--- config.mk ---
export PLATFORM = sky130hd
export DESIGN_NAME = intr_sel_poll
export DESIGN_NICKNAME = d
export VERILOG_FILES = /design/src/rtl/intr_pkg.sv /design/src/rtl/intr_src_gather.sv /design/src/rtl/intr_cycle_timer.sv /design/src/rtl/intr_poll_scan.sv /design/src/rtl/intr_svc_track.sv /design/src/rtl/intr_sel_poll.sv
export SDC_FILE = /design/constraint.sdc
export NUM_CORES = 1
export LEC_CHECK = 0
export BUFFER_PORTS_ARGS = -buffer_cell sky130_fd_sc_hd__buf_4
export CORE_MARGIN = 4
export CORE_UTILIZATION = 40
export CTS_BUF_LIST = sky130_fd_sc_hd__clkbuf_4 sky130_fd_sc_hd__clkbuf_8 sky130_fd_sc_hd__clkbuf_16
export CTS_CLUSTER_SIZE = 10
export DETAILED_ROUTE_END_ITERATION = 12
export PLACE_DENSITY = 0.61
export SLEW_MARGIN = 5
export SYNTH_ARGS = -nofsm -noshare
export SYNTH_HDL_FRONTEND = slang
export SYNTH_SLANG_ARGS = --single-unit
--- constraint.sdc ---
create_clock -name clk -period 4.1 [get_ports clk]
set_clock_uncertainty 0.05 [all_clocks]
set_input_delay 0.41 -clock clk [delete_from_list [all_inputs] [get_ports clk]]
set_output_delay 0.41 -clock clk [all_outputs]
set_load 0.02 [all_outputs]
--- src/rtl/intr_pkg.sv ---
package intr_pkg;
  localparam int NUM_SRC = 11;
  localparam int LEG_N   = 5;
  localparam int VEC_W   = 4;
  localparam int IDX_RXV = 5;
  localparam int IDX_RXE = 6;
  localparam int IDX_TXV = 7;
  localparam int IDX_TXE = 8;
  localparam int IDX_DM0 = 9;
  localparam int IDX_DM1 = 10;
endpackage

--- src/rtl/intr_src_gather.sv ---
module intr_src_gather import intr_pkg::*; #(
  parameter int RXE_W = 3,
  parameter int TXE_W = 3
) (
  input  logic [LEG_N-1:0]   legacy_req,
  input  logic               rx_fifo_ne,
  input  logic               rx_done,
  input  logic               tx_fifo_nf,
  input  logic               tx_done,
  input  logic [RXE_W-1:0]   rx_err,
  input  logic [TXE_W-1:0]   tx_err,
  input  logic               dma0_done,
  input  logic               dma1_done,
  input  logic               dma_mode,
  input  logic               glob_en,
  input  logic [NUM_SRC-1:0] src_en,
  output logic [NUM_SRC-1:0] req
);
  logic               rxv, txv, rxe, txe;
  logic [NUM_SRC-1:0] raw;

  // mode bit only steers which flag is the valid request
  always_comb begin
    rxv = dma_mode ? rx_done : rx_fifo_ne;
    txv = dma_mode ? tx_done : tx_fifo_nf;
    rxe = |rx_err;
    txe = |tx_err;
  end

  always_comb begin
    raw = '0;
    raw[LEG_N-1:0] = legacy_req;
    raw[IDX_RXV]   = rxv;
    raw[IDX_RXE]   = rxe;
    raw[IDX_TXV]   = txv;
    raw[IDX_TXE]   = txe;
    raw[IDX_DM0]   = dma0_done;
    raw[IDX_DM1]   = dma1_done;
    req = glob_en ? (raw & src_en) : '0;
  end
endmodule

--- src/rtl/intr_cycle_timer.sv ---
module intr_cycle_timer import intr_pkg::*; #(
  parameter int CYC_LEN = 12
) (
  input  logic             clk,
  input  logic             rst_n,
  output logic             sample_stb,
  output logic             scan_en,
  output logic             scan_first,
  output logic             scan_last,
  output logic [VEC_W-1:0] scan_idx
);
  localparam int PH_W = $clog2(CYC_LEN);

  logic [PH_W-1:0] phase_q, phase_n;

  always_comb begin
    if (phase_q == PH_W'(CYC_LEN - 1)) phase_n = '0;
    else                               phase_n = phase_q + 1'b1;
  end

  always_ff @(posedge clk or negedge rst_n) begin
    if (!rst_n) phase_q <= '0;
    else        phase_q <= phase_n;
  end

  always_comb begin
    sample_stb = (phase_q == PH_W'(CYC_LEN - 1));
    scan_en    = (phase_q < PH_W'(NUM_SRC));
    scan_first = (phase_q == '0);
    scan_last  = (phase_q == PH_W'(NUM_SRC - 1));
    scan_idx   = VEC_W'(phase_q);
  end

  assert_cycle_wrap_R6: assert property (@(posedge clk) disable iff (!rst_n)
    (phase_q == PH_W'(CYC_LEN - 1)) |=> (phase_q == '0));
endmodule

--- src/rtl/intr_poll_scan.sv ---
module intr_poll_scan import intr_pkg::*; (
  input  logic               clk,
  input  logic               rst_n,
  input  logic               sample_stb,
  input  logic               scan_en,
  input  logic               scan_first,
  input  logic               scan_last,
  input  logic [VEC_W-1:0]   scan_idx,
  input  logic [NUM_SRC-1:0] req,
  input  logic [NUM_SRC-1:0] pri,
  output logic               done_stb,
  output logic               win_valid,
  output logic               win_hi,
  output logic [VEC_W-1:0]   win_vec
);
  logic [NUM_SRC-1:0] samp_q, spri_q;
  logic               hi_fnd_q, hi_fnd_n, lo_fnd_q, lo_fnd_n;
  logic [VEC_W-1:0]   hi_idx_q, hi_idx_n, lo_idx_q, lo_idx_n;
  logic               bit_on, bit_hi;

  // one capture per machine cycle
  always_ff @(posedge clk or negedge rst_n) begin
    if (!rst_n) begin
      samp_q <= '0;
      spri_q <= '0;
    end else if (sample_stb) begin
      samp_q <= req;
      spri_q <= pri;
    end
  end

  // sequential poll: one source per clock, first hit per level kept
  always_comb begin
    bit_on   = scan_en && samp_q[scan_idx];
    bit_hi   = spri_q[scan_idx];
    hi_fnd_n = scan_first ? 1'b0 : hi_fnd_q;
    hi_idx_n = scan_first ? '0   : hi_idx_q;
    lo_fnd_n = scan_first ? 1'b0 : lo_fnd_q;
    lo_idx_n = scan_first ? '0   : lo_idx_q;
    if (bit_on) begin
      if (bit_hi) begin
        if (!hi_fnd_n) begin
          hi_fnd_n = 1'b1;
          hi_idx_n = scan_idx;
        end
      end else if (!lo_fnd_n) begin
        lo_fnd_n = 1'b1;
        lo_idx_n = scan_idx;
      end
    end
  end

  always_ff @(posedge clk or negedge rst_n) begin
    if (!rst_n) begin
      hi_fnd_q <= 1'b0;
      hi_idx_q <= '0;
      lo_fnd_q <= 1'b0;
      lo_idx_q <= '0;
    end else if (scan_en) begin
      hi_fnd_q <= hi_fnd_n;
      hi_idx_q <= hi_idx_n;
      lo_fnd_q <= lo_fnd_n;
      lo_idx_q <= lo_idx_n;
    end
  end

  always_comb begin
    done_stb  = scan_last;
    win_valid = hi_fnd_n || lo_fnd_n;
    win_hi    = hi_fnd_n;
    win_vec   = hi_fnd_n ? hi_idx_n : lo_idx_n;
  end

  logic [NUM_SRC-1:0] lower_mask, level_mask;
  always_comb begin
    lower_mask = (NUM_SRC'(1) << win_vec) - NUM_SRC'(1);
    level_mask = win_hi ? spri_q : ~spri_q;
  end

  assert_hi_beats_lo_R7: assert property (@(posedge clk) disable iff (!rst_n)
    (scan_last && win_valid && !win_hi) |-> ((samp_q & spri_q) == '0));

  assert_first_in_order_R8: assert property (@(posedge clk) disable iff (!rst_n)
    (scan_last && win_valid) |-> ((samp_q & level_mask & lower_mask) == '0));

  assert_winner_pending_R8: assert property (@(posedge clk) disable iff (!rst_n)
    (scan_last && win_valid) |-> samp_q[win_vec]);
endmodule

--- src/rtl/intr_svc_track.sv ---
module intr_svc_track import intr_pkg::*; (
  input  logic             clk,
  input  logic             rst_n,
  input  logic             done_stb,
  input  logic             win_valid,
  input  logic             win_hi,
  input  logic [VEC_W-1:0] win_vec,
  input  logic             svc_return,
  output logic             irq_valid,
  output logic [VEC_W-1:0] irq_vec
);
  logic             svc_hi_q, svc_hi_n, svc_lo_q, svc_lo_n;
  logic             valid_q, blocked, issue;
  logic [VEC_W-1:0] vec_q, vec_n;

  // block equal or lower priority than what is in service
  always_comb begin
    blocked = svc_hi_q || (svc_lo_q && !win_hi);
    issue   = done_stb && win_valid && !blocked;
  end

  // return acts on the old state, then a new issue is recorded
  always_comb begin
    svc_hi_n = svc_hi_q;
    svc_lo_n = svc_lo_q;
    if (svc_return) begin
      if (svc_hi_q) svc_hi_n = 1'b0;
      else          svc_lo_n = 1'b0;
    end
    if (issue) begin
      if (win_hi) svc_hi_n = 1'b1;
      else        svc_lo_n = 1'b1;
    end
    vec_n = issue ? win_vec : vec_q;
  end

  always_ff @(posedge clk or negedge rst_n) begin
    if (!rst_n) begin
      svc_hi_q <= 1'b0;
      svc_lo_q <= 1'b0;
      valid_q  <= 1'b0;
      vec_q    <= '0;
    end else begin
      svc_hi_q <= svc_hi_n;
      svc_lo_q <= svc_lo_n;
      valid_q  <= issue;
      vec_q    <= vec_n;
    end
  end

  assign irq_valid = valid_q;
  assign irq_vec   = vec_q;

  assert_single_pulse_R6: assert property (@(posedge clk) disable iff (!rst_n)
    valid_q |=> !valid_q);

  assert_hi_blocks_all_R9: assert property (@(posedge clk) disable iff (!rst_n)
    svc_hi_q |=> !valid_q);

  assert_lo_blocks_lo_R9: assert property (@(posedge clk) disable iff (!rst_n)
    (svc_lo_q && done_stb && win_valid && !win_hi) |=> !valid_q);

  assert_ret_clears_hi_R10: assert property (@(posedge clk) disable iff (!rst_n)
    (svc_return && svc_hi_q) |=> !svc_hi_q);

  assert_ret_clears_lo_R10: assert property (@(posedge clk) disable iff (!rst_n)
    (svc_return && !svc_hi_q && svc_lo_q) |=> !svc_lo_q);
endmodule

--- src/rtl/intr_sel_poll.sv ---
module intr_sel_poll import intr_pkg::*; #(
  parameter int CYC_LEN = 12,
  parameter int RXE_W   = 3,
  parameter int TXE_W   = 3
) (
  input  logic               clk,
  input  logic               rst_n,
  input  logic [LEG_N-1:0]   legacy_req,
  input  logic               rx_fifo_ne,
  input  logic               rx_done,
  input  logic               tx_fifo_nf,
  input  logic               tx_done,
  input  logic [RXE_W-1:0]   rx_err,
  input  logic [TXE_W-1:0]   tx_err,
  input  logic               dma0_done,
  input  logic               dma1_done,
  input  logic               dma_mode,
  input  logic               glob_en,
  input  logic [NUM_SRC-1:0] src_en,
  input  logic [NUM_SRC-1:0] src_hi,
  input  logic               svc_return,
  output logic               irq_valid,
  output logic [VEC_W-1:0]   irq_vec
);
  logic [1:0]         rst_sync_q;
  logic               rst_int_n;
  logic [NUM_SRC-1:0] req;
  logic               sample_stb, scan_en, scan_first, scan_last;
  logic [VEC_W-1:0]   scan_idx;
  logic               done_stb, win_valid, win_hi;
  logic [VEC_W-1:0]   win_vec;

  always_ff @(posedge clk or negedge rst_n) begin
    if (!rst_n) rst_sync_q <= 2'b00;
    else        rst_sync_q <= {rst_sync_q[0], 1'b1};
  end
  assign rst_int_n = rst_sync_q[1];

  intr_src_gather #(.RXE_W(RXE_W), .TXE_W(TXE_W)) i_gather (
    .legacy_req(legacy_req), .rx_fifo_ne(rx_fifo_ne), .rx_done(rx_done),
    .tx_fifo_nf(tx_fifo_nf), .tx_done(tx_done), .rx_err(rx_err),
    .tx_err(tx_err), .dma0_done(dma0_done), .dma1_done(dma1_done),
    .dma_mode(dma_mode), .glob_en(glob_en), .src_en(src_en), .req(req)
  );

  intr_cycle_timer #(.CYC_LEN(CYC_LEN)) i_timer (
    .clk(clk), .rst_n(rst_int_n), .sample_stb(sample_stb), .scan_en(scan_en),
    .scan_first(scan_first), .scan_last(scan_last), .scan_idx(scan_idx)
  );

  intr_poll_scan i_scan (
    .clk(clk), .rst_n(rst_int_n), .sample_stb(sample_stb), .scan_en(scan_en),
    .scan_first(scan_first), .scan_last(scan_last), .scan_idx(scan_idx),
    .req(req), .pri(src_hi), .done_stb(done_stb), .win_valid(win_valid),
    .win_hi(win_hi), .win_vec(win_vec)
  );

  intr_svc_track i_svc (
    .clk(clk), .rst_n(rst_int_n), .done_stb(done_stb), .win_valid(win_valid),
    .win_hi(win_hi), .win_vec(win_vec), .svc_return(svc_return),
    .irq_valid(irq_valid), .irq_vec(irq_vec)
  );

  assert_reset_quiet_R11: assert property (@(posedge clk)
    (!rst_int_n) |=> !irq_valid);
endmodule

==> results.toml <==
[detailed_routing]
drcViolationCount = 0
first_iter_violations = 83
vias = 1763
ant_nets = 0
wire_per_inst_um = 14.12
drt_first_pass_iters = 4
drt_wl_total_um = 4717
routed_via_density = 5.278

[yosys]
syn_area_sq_um = 2308
synth.distinct_cells = 51
synth_common_cells = "dfrtp_1, nand2_1, o21ai_0"
yosys.area.top_type = "dfrtp_1"
synth_top_family_by_area = "compound AO/OA/AOI/OAI gates"
synthTopCellsByArea = "dfrtp_1, mux2_2, nand2_1, mux2i_1, o21ai_0"
synth_compound_area_frac = 0.1767
synth-xor-area-share = 0
ys_async_sr_fraction = 1.000
yosys_most_used_dff = "dfrtp_1"
synth_edf_count = 0
synthCells = 216
syn-num-nets = 263
yosys_warnings = 0
synthAdderAreaFrac = 0.01626
synth.area.mux_share = 0.1301
synth_top_cell_area_share = 0.4878
synth.most_common_cell = "dfrtp_1"
synthSimpleGateAreaFrac = 0.1442
syn_area_per_cell_sq_um = 10.69
ys_ff_latch = 45
seq_area_frac_synth = 0.4878

[setup_path]
crit_path_end_kind = "flop"
criticalPathCategory = "reg2reg"
required_ns = 4.23
crit_fanout = 19
start_kind = "flop"
arrival_ns = 3.44

[hold_path]
hp-class = "in2reg"

[clock_network]
htreeDepth = 2
clock_latency_ns = 0.30
clk_pin_slew_ns = 0.08
cts.path.max_buffers = 2
cts_buffers = 5
post_cts_buffers = 0
root_buffer = "clkbuf_8"
clock-sinks = 45
cts_tree = "done"

[die]
start_util = 0.4167
die_h_um = 83.97
std_cell_rows = 27
ioPinCount = 49
die_x_um = 83.97
coreArea_sq_um = 5540
dieArea_sq_um = 7051

[sta]
worst_pin_slew_ns = 1.012
setup_viol = 0
holdWs_ns = 0.2527
hold_violations = 0
period_share = 0.8072
fin_ws_ns = 0.7906
rsz0062_at_grt = "false"
final.setup.tns_ns = 0
slew_viol_final = 0
slew_headroom = 0.3238
fmax_mhz = 302.2
period_needed_ns = 3.309

[finish]
layout.nets = 308
syn2layout_area_growth_pct = 20.87
design_area_sq_um = 2790
num_antenna_cells = 0
final_core_util = 0.5036
drive_gt1_frac = 0.3015
layout.cells.non_filler = 334

[placed_design]
hpwlAfterDp_um = 3476
place.gp.congestion = 0.8425
dpl.cell_count = 325
place_area_sq_um = 2694
dpl_worst_slack_ns = 0.8623
portBuffers = 48

[flow_run]
maxCapViolCount = 0

[power]
irDropWorstVdd_v = 0.0001300
p_per_area_nw_per_um2 = 317.7
power.leakage_nw = 1.254
p_total_uw = 886.6

[global_route]
grt_pass1_vias = 1833
grt_max_degree = 44
antenna_found_initial = 0
grt_overflow = 0
grt_pass1_wl_um = 8369
track_usage = 0.1416

[run_status]
status = "finished, final reports clean"
## state kept, by name, summed over array words and instances (netlist names), 2 cells and up
register,cells
i_scan.lo_idx_q,4
rst_sync_q,2
i_scan.samp_q,11
i_scan.spri_q,11
i_timer.scan_idx,4
i_svc.irq_vec,4
i_scan.hi_idx_q,4
## logic make-up after synthesis
group	after synthesis
AO/OA/AOI/OAI	53
flip-flops	45
AND/OR/NAND/NOR	68
adder cells (fa/ha/maj)	3
multiplexers	26
buffers and inverters	20
other	1
## critical path, cell delays in order (launching register included)
cell and delay (ns):
dfrtp_1 0.88, inv_1 0.21, ha_1 0.28, or3b_1 0.39, nand2_1 0.28, and3_1 0.31, or3_1 0.45, o31a_1 0.33
## cells in the final DEF (no fill, tap or decap), types with 2 or more instances in the layout
master and instances:
buf_4 48, nor2b_1 2, nand2_1 28, mux2_2 11, o21ai_1 3, a32o_1 6
o22ai_1 3, mux2_1 3, nor3_1 2, clkbuf_8 5, and2_1 6, a21oi_1 3
nand3_1 9, o31ai_1 6, mux2_4 2, ha_1 3, o21ai_0 13, inv_1 8
nor2_1 10, a221oi_1 2, clkinv_2 2, nand3b_1 3, o21a_1 2, a31o_1 2
dfrtp_1 44, o311ai_0 2, mux2i_1 9
## repair_timing
item,4_1_cts,5_1_grt
endpoints found under the hold margin,2,0
resized for setup,0,0
hold buffers,1,0
## power breakdown
part	switching [mW]	internal [mW]	leakage [nW]
clock	0.147	0.118	0.0439
combinational	0.0484	0.0661	0.637
sequential	0.0311	0.476	0.573
total	0.227	0.660	1.25
## path summary, 6_finish.rpt
check                      slack (ns)                 from  cells past startpoint               end
max                              0.79  i_timer.scan_idx[0]                      7  i_svc.irq_vec[3]
min                              0.25           svc_return                      2    i_svc.svc_hi_q
max reg2reg                      0.79  i_timer.scan_idx[0]                      7  i_svc.irq_vec[3]
min reg2reg                      0.31        rst_sync_q[0]                      0     rst_sync_q[1]
max in group asynchronous        3.06        rst_sync_q[1]                      0  i_scan.samp_q[9]
min in group asynchronous        0.37        rst_sync_q[1]                      0  i_scan.spri_q[9]
## cell type report
class                      count  area, sq um
clock inverter                 3        17.52
tap                           72        90.09
timing repair buffer          49        370.4
sequential                    45         1127
inverter                       9        33.78
clock buffer                   5        68.82
fill                         533         2750
multi-input combinational    151         1082
## layer usage
metal / share of wire / GRT usage / up-vias / wire length (um)
met4: 0.0087 / 0.03363 / 0 / 41
li1: - / - / 878 / -
met2: 0.46 / 0.2321 / 63 / 2192
met3: 0.069 / 0.03258 / 5 / 327
met5: 0 / 0 / - / 0
met1: 0.46 / 0.1900 / 817 / 2155
Note: power is estimated with default switching activity, not from simulation.
